File: config.mk
export PLATFORM = sky130hd
export DESIGN_NAME = rom_hdr_check
export DESIGN_NICKNAME = d
export VERILOG_FILES = /design/src/rtl/rhc_pkg.sv /design/src/rtl/rhc_crc8.sv /design/src/rtl/rhc_crc32c.sv /design/src/rtl/rhc_hdr_fields.sv /design/src/rtl/rom_hdr_check.sv
export SDC_FILE = /design/constraint.sdc
export NUM_CORES = 1
export LEC_CHECK = 0
export ABC_CLOCK_PERIOD_IN_PS = 3600
export BUFFER_PORTS_ARGS = -buffer_cell sky130_fd_sc_hd__buf_2
export CORE_UTILIZATION = 45
export CTS_CLUSTER_DIAMETER = 60
export DETAILED_ROUTE_END_ITERATION = 7
export PLACE_DENSITY = 0.74
export SLEW_MARGIN = 20
export SYNTH_ARGS = -nofsm -noshare
export SYNTH_HDL_FRONTEND = slang
export SYNTH_HIERARCHICAL = 1
export SYNTH_SLANG_ARGS = --single-unit
File: constraint.sdc
create_clock -name clk -period 3.6 [get_ports clk]
set_clock_uncertainty 0.2 [all_clocks]
set_input_delay 0.72 -clock clk [delete_from_list [all_inputs] [get_ports clk]]
set_output_delay 0.72 -clock clk [all_outputs]
set_load 0.02 [all_outputs]
File: src/rtl/rhc_pkg.sv
package rhc_pkg;
  localparam int UID_FIRST  = 1;
  localparam int UID_LAST   = 8;
  localparam int DCRC_FIRST = 9;
  localparam int DATA_START = 13;
  localparam int LEN_LO     = 14;
  localparam int LEN_HI     = 15;
  localparam int VEN_LO     = 16;
  localparam int MOD_LO     = 18;
  localparam int HDR_BYTES  = 22;
  localparam int REV_MAX    = 2;

  // One byte of a non-reflected CRC-8, MSB first
  function automatic logic [7:0] crc8_byte(input logic [7:0] c,
                                           input logic [7:0] d,
                                           input logic [7:0] poly);
    logic [7:0] v;
    v = c ^ d;
    for (int b = 0; b < 8; b++)
      v = v[7] ? ((v << 1) ^ poly) : (v << 1);
    return v;
  endfunction

  // One byte of a reflected CRC-32, LSB first
  function automatic logic [31:0] crc32r_byte(input logic [31:0] c,
                                              input logic [7:0]  d,
                                              input logic [31:0] poly);
    logic [31:0] v;
    v = c ^ {24'd0, d};
    for (int b = 0; b < 8; b++)
      v = v[0] ? ((v >> 1) ^ poly) : (v >> 1);
    return v;
  endfunction
endpackage

File: src/rtl/rhc_crc8.sv
module rhc_crc8 #(
  parameter logic [7:0] POLY = 8'h07,
  parameter logic [7:0] INIT = 8'hFF
) (
  input  logic       clk,
  input  logic       rst,
  input  logic       clr,
  input  logic       en,
  input  logic [7:0] din,
  output logic [7:0] crc_q
);
  import rhc_pkg::*;

  always_ff @(posedge clk) begin
    if (rst || clr)
      crc_q <= INIT;
    else if (en)
      crc_q <= crc8_byte(crc_q, din, POLY);
  end
endmodule

File: src/rtl/rhc_crc32c.sv
module rhc_crc32c #(
  parameter logic [31:0] POLY = 32'h82F63B78
) (
  input  logic        clk,
  input  logic        rst,
  input  logic        clr,
  input  logic        en,
  input  logic [7:0]  din,
  output logic [31:0] res_next
);
  import rhc_pkg::*;

  logic [31:0] acc_q;
  logic [31:0] acc_d;

  always_comb begin
    acc_d    = en ? crc32r_byte(acc_q, din, POLY) : acc_q;
    res_next = ~acc_d;
  end

  always_ff @(posedge clk) begin
    if (rst || clr)
      acc_q <= '1;
    else
      acc_q <= acc_d;
  end
endmodule

File: src/rtl/rhc_hdr_fields.sv
module rhc_hdr_fields #(
  parameter int LEN_BITS = 10,
  parameter int IDX_W    = 11
) (
  input  logic                clk,
  input  logic                rst,
  input  logic                clr,
  input  logic                en,
  input  logic [IDX_W-1:0]    idx,
  input  logic [7:0]          din,
  output logic [7:0]          uid_crc_q,
  output logic [63:0]         uid_q,
  output logic [31:0]         dcrc_q,
  output logic [7:0]          rev_q,
  output logic [LEN_BITS-1:0] dlen_q,
  output logic [15:0]         ven_q,
  output logic [15:0]         mod_q
);
  import rhc_pkg::*;

  localparam int HI_BITS = LEN_BITS - 8;

  always_ff @(posedge clk) begin
    if (rst || clr) begin
      uid_crc_q <= '0;
      uid_q     <= '0;
      dcrc_q    <= '0;
      rev_q     <= '0;
      dlen_q    <= '0;
      ven_q     <= '0;
      mod_q     <= '0;
    end else if (en) begin
      if (idx == IDX_W'(0))
        uid_crc_q <= din;
      for (int k = 0; k < 8; k++)
        if (idx == IDX_W'(UID_FIRST + k))
          uid_q[8*k +: 8] <= din;
      for (int k = 0; k < 4; k++)
        if (idx == IDX_W'(DCRC_FIRST + k))
          dcrc_q[8*k +: 8] <= din;
      if (idx == IDX_W'(DATA_START))
        rev_q <= din;
      if (idx == IDX_W'(LEN_LO))
        dlen_q[7:0] <= din;
      if (idx == IDX_W'(LEN_HI))
        dlen_q[LEN_BITS-1:8] <= din[HI_BITS-1:0];
      for (int k = 0; k < 2; k++) begin
        if (idx == IDX_W'(VEN_LO + k))
          ven_q[8*k +: 8] <= din;
        if (idx == IDX_W'(MOD_LO + k))
          mod_q[8*k +: 8] <= din;
      end
    end
  end
endmodule

File: src/rtl/rom_hdr_check.sv
module rom_hdr_check #(
  parameter int  LEN_BITS = 10,
  localparam int SIZE_W   = LEN_BITS + 1
) (
  input  logic              clk,
  input  logic              rst,
  input  logic              start_i,
  input  logic              len_chk_i,
  input  logic [SIZE_W-1:0] len_total_i,
  input  logic              byte_valid_i,
  input  logic [7:0]        byte_i,
  input  logic              byte_last_i,
  output logic              done_o,
  output logic              fatal_o,
  output logic              warn_data_o,
  output logic              warn_rev_o,
  output logic [63:0]       uid_o,
  output logic [15:0]       vendor_o,
  output logic [15:0]       model_o,
  output logic [7:0]        rev_o,
  output logic [SIZE_W-1:0] size_o
);
  import rhc_pkg::*;

  localparam int HI_BITS = LEN_BITS - 8;

  logic              active_q;
  logic [SIZE_W-1:0] idx_q;
  logic              lchk_q;
  logic [SIZE_W-1:0] ltot_q;

  logic              acc;
  logic [7:0]        uid_crc_q, crc8_q, rev_q;
  logic [63:0]       uid_q;
  logic [31:0]       dcrc_q, dcrc_calc;
  logic [LEN_BITS-1:0] dlen_q;
  logic [15:0]       ven_q, mod_q;
  logic [SIZE_W-1:0] size_now, size_at15;
  logic              short_img, full_end, finish, bad_fatal;

  assign acc = byte_valid_i && active_q && !start_i;

  rhc_crc8 #(.POLY(8'h07), .INIT(8'hFF)) crc8_i (
    .clk   (clk),
    .rst   (rst),
    .clr   (start_i),
    .en    (acc && idx_q >= SIZE_W'(UID_FIRST) && idx_q <= SIZE_W'(UID_LAST)),
    .din   (byte_i),
    .crc_q (crc8_q)
  );

  rhc_crc32c #(.POLY(32'h82F63B78)) crc32_i (
    .clk      (clk),
    .rst      (rst),
    .clr      (start_i),
    .en       (acc && idx_q >= SIZE_W'(DATA_START)),
    .din      (byte_i),
    .res_next (dcrc_calc)
  );

  rhc_hdr_fields #(.LEN_BITS(LEN_BITS), .IDX_W(SIZE_W)) fields_i (
    .clk       (clk),
    .rst       (rst),
    .clr       (start_i),
    .en        (acc),
    .idx       (idx_q),
    .din       (byte_i),
    .uid_crc_q (uid_crc_q),
    .uid_q     (uid_q),
    .dcrc_q    (dcrc_q),
    .rev_q     (rev_q),
    .dlen_q    (dlen_q),
    .ven_q     (ven_q),
    .mod_q     (mod_q)
  );

  always_comb begin
    size_now  = SIZE_W'(dlen_q) + SIZE_W'(DATA_START);
    size_at15 = SIZE_W'({byte_i[HI_BITS-1:0], dlen_q[7:0]}) + SIZE_W'(DATA_START);
    short_img = acc && idx_q == SIZE_W'(LEN_HI) && size_at15 < SIZE_W'(HDR_BYTES);
    full_end  = acc && idx_q >= SIZE_W'(HDR_BYTES - 1) &&
                idx_q == size_now - SIZE_W'(1);
    finish    = acc && (byte_last_i || short_img || full_end);
    bad_fatal = !full_end || (crc8_q != uid_crc_q) ||
                (lchk_q && ltot_q != size_now);
  end

  // stream position and per-image options
  always_ff @(posedge clk) begin
    if (rst) begin
      active_q <= 1'b0;
      idx_q    <= '0;
      lchk_q   <= 1'b0;
      ltot_q   <= '0;
    end else if (start_i) begin
      active_q <= 1'b1;
      idx_q    <= '0;
      lchk_q   <= len_chk_i;
      ltot_q   <= len_total_i;
    end else if (acc) begin
      idx_q <= idx_q + SIZE_W'(1);
      if (finish)
        active_q <= 1'b0;
    end
  end

  // registered results, updated only on completion
  always_ff @(posedge clk) begin
    if (rst) begin
      done_o      <= 1'b0;
      fatal_o     <= 1'b0;
      warn_data_o <= 1'b0;
      warn_rev_o  <= 1'b0;
      uid_o       <= '0;
      vendor_o    <= '0;
      model_o     <= '0;
      rev_o       <= '0;
      size_o      <= '0;
    end else begin
      done_o <= finish;
      if (finish) begin
        fatal_o     <= bad_fatal;
        warn_data_o <= full_end && (dcrc_calc != dcrc_q);
        warn_rev_o  <= full_end && (rev_q > 8'(REV_MAX));
        if (full_end) begin
          uid_o    <= uid_q;
          vendor_o <= ven_q;
          model_o  <= mod_q;
          rev_o    <= rev_q;
          size_o   <= size_now;
        end
      end
    end
  end
endmodule

==> metrics.md <==
| Metric | Value |
|---|---|
| Setup crit start kind | register |
| Simple-gate area share of the yosys netlist | 15.9% |
| LEAKAGE | 8.69 nW |
| Yosys Warn Count | 6 |
| Worst Path Max Fanout | 25 |
| RSZ-0062 raised after global routing | no |
| H-tree levels | 2 |
| Critical path's slowest cell | nor3_1 |
| Initial antenna violation count | 0 |
| CTS root buf | clkbuf_16 |
| Die H | 188 um |
| Peak Freq | 289 MHz |
| Mux cell area share after synthesis | 19.6% |
| Vias per inst | 5.25 |
| Hold path start | len_total_i[0] |
| Synth Area in Adders | 0.322% |
| First-pass iteration count of the detailed router | 5 |
| Total Wirelength | 39700 um |
| Compound-Gate Fraction of Synth Area | 3.96% |
| Power Dens Cells | 471 nW/um^2 |
| Synth Flop Type | dfxtp_1 |
| Crit-path cells | ha_2 -> nor3_1 -> xnor2_1 -> xor2_1 -> mux2i_1 -> and4b_1 -> o211a_4 -> buf_12 -> mux2i_1 -> nor2_1 |
| Vias | 11320 |
| Die area | 35300 um^2 |
| Post-synth EDFFs | 0 |
| Clock Sink Count | 337 |
| Post-synthesis sequential area ratio | 43.4% |
| Hold slack final | 0.193 ns |
| Hold depth | 3 |
| Num ports | 144 |
| CTS tree | done |
| Multi-input gate area | 8420 um^2 |
| Largest family of logic cells by synthesized area | multiplexers |
| Rel. slew slack | 41.7% |
| Crit. End Element | register |
| Vias in the first global route | 11074 |
| Final setup violation count | 0 |
| Reg2reg end | vendor_o[5] |
| Critical path type | reg -> reg |
| Cells on worst reg2reg path | 10 |
| Largest net degree at the start of global routing | 147 |
| Nets | 1708 |
| Share of cells above drive strength 1 | 21.9% |
| Later-pin clock latency in the skew report | 0.56 ns |
| Worst hold path type | in -> reg |
| First-pass GRT wire length | 61300 um |
| Slowest stage delay, CP | 0.46 ns |
| Worst hold path endpoint | ltot_q[0] |
| Initial Utilization | 46.0% |
| Placer congestion estimate | 0.911 |
| Clock buffer depth | 3 |
| Fin util | 55.7% |
| Commonest non-fill, non-tap cells in the layout | dfxtp_1, mux2i_1, nand2_1, nor2_1, buf_2 |
| Final min period | 3.46 ns |
| Area Overhead vs Synth | 21.0% |
| Die W | 188 um |
| Total inserted antenna cells | 0 |
| R2R Setup Slk | 0.14 ns |
| Reg clk slew, reported paths | 0.06 ns |
| Filler Cells Inserted | 2911 |
| Post-synth net total | 1510 |
| Area of the core | 33800 um^2 |
| Per-cell routed wire length | 18.4 um |
| Crit path DAT | 3.67 ns |
| VDD IR-drop max | 469 uV |
| Gate Count Post-Synth | 1481 |
| Synth Area per Inst | 10.5 um^2 |
| Final Hold Viols | 0 |
| FP Rows | 67 |
| DRT iter0 DRCs | 724 |
| Commonest non-fill, non-tap cell in the layout | dfxtp_1 |
| FF+latch count, synth | 337 |
| Post-synth ARST share | 0% |
| Synth Area in XOR/XNOR | 13.7% |
| Buffers added on ports | 143 |
| Status | finished clean |
| Syn Std Cell Area | 15500 um^2 |
| Synth area leaders | dfxtp_1, mux2i_1, nand2_1, xnor3_1, nor2_1 |
| Launching point of the worst reg2reg path | fields_i/dlen_q[0] |
| Post-synthesis cell type count | 76 |
| Slew @ Worst Pin | 0.874 ns |
| # DRC | 0 |
| WP data required | 3.82 ns |
| Yosys top cell by area | dfxtp_1 |
| Global-route usage over all layers | 22.1% |
| Register area | 6750 um^2 |
| Post-synth top area share | 43.4% |
| Max-cap violations | 0 |
| DPL Wire Length | 26600 um |
| CTS Buf Count | 40 |
| Antenna-violating nets left | 0 |
| Crit path top cell by count | mux2i_1 |
| Final Slew Violations | 0 |
| Grt total ovfl | 0 |
| Tcrit/Tclk final | 96.1% |
## layout make-up
type,count,share of cell area [%]
clock buffers,51,5.97
clock inverters,22,2.16
inverters,13,0.259
multi-input cells,1046,44.8
flip-flops and latches,337,35.9
well taps,448,2.98
repair buffers,241,8.00
## through the flow
stage               setup WS [ns]  instance area (um^2)  total power, mW  instances  setup TNS [ns]
finish                      0.142                 18800             8.86       2158               0
global placement           -0.316                 17200             4.36       2082          -0.316
floorplan                   0.177                 15500             4.19       1481               0
CTS                        0.0136                 18700             8.94       2155               0
detailed placement         -0.284                 17200             4.37       2082          -0.284
global route              0.00798                 18800             9.13       2158               0
## synth_stat cells, types with 5 or more instances
cell	count
a211oi_1	8
a21oi_1	21
and3_1	8
and3b_1	5
buf_2	7
buf_4	6
buf_6	10
clkbuf_1	58
dfxtp_1	337
inv_1	13
mux2i_1	302
nand2_1	216
nand3_1	5
nand3b_1	5
nand4_1	12
nand4_4	17
nor2_1	152
nor3_1	14
nor4_1	16
o211ai_1	5
o21ai_0	12
or3_1	6
xnor2_1	57
xnor2_2	9
xnor3_1	33
xor2_1	52
xor3_1	8
## registers in the layout (all words and copies together), names as in the netlist, 10 cells and up, named ones only
signal / flops
fields_i/uid_q: 64
uid_o: 64
fields_i/dcrc_q: 32
fields_i/mod_q: 16
fields_i/ven_q: 16
model_o: 16
vendor_o: 16
idx_q: 11
ltot_q: 11
size_o: 11
crc32_i/acc_q: 10
fields_i/dlen_q: 10
## worst max-delay path by stage
stage,from,to,cells past startpoint
2_1_floorplan,byte_i[0],warn_data_o,11
3_3_place_gp,byte_i[1],warn_data_o,14
3_5_place_dp,byte_i[1],warn_data_o,14
4_1_cts,fields_i/dlen_q[3],vendor_o[5],9
5_1_grt,fields_i/dlen_q[0],model_o[9],10
6_report,fields_i/dlen_q[0],vendor_o[5],10
## kinds of logic (layout without fill, tap and decap cells)
kind of cell | Yosys count | count (layout)
AND/OR/NAND/NOR | 488 | 488
flip-flops | 337 | 337
multiplexers | 304 | 304
XOR/XNOR | 164 | 164
buffers and inverters | 99 | 327
AO/OA/AOI/OAI | 85 | 86
adder cells (fa/ha/maj) | 4 | 4
## per-layer routing
layer,GRT usage (%),wire (um)
met2,35.1,18100
met3,4.19,2330
met1,30.3,18500
met4,7.16,790
met5,0,0
## repair_timing
| action | 4_1_cts | 5_1_grt |
|---|---|---|
| setup buffers | 0 | 2 |
| hold buffers | 0 | 0 |
| resized for setup | 0 | 12 |
| setup endpoints to repair | 0 | 112 |
## power by group
group	switching, mW	internal, mW
Combinational	0.273	0.271
Clock	1.68	2.89
Sequential	0.00805	3.74
Total	1.96	6.90
## worst max-delay path: cells and delay by family, from the launching register on
kind / cells / cell delay, ns
simple gates: 3 / 0.90
xor+xnor: 2 / 0.51
compound gates: 1 / 0.35
fa+ha+maj: 1 / 0.23
flops: 1 / 0.31
buf+inv: 1 / 0.24
mux: 2 / 0.53
No activity file was read; power rests on OpenSTA's default activity.
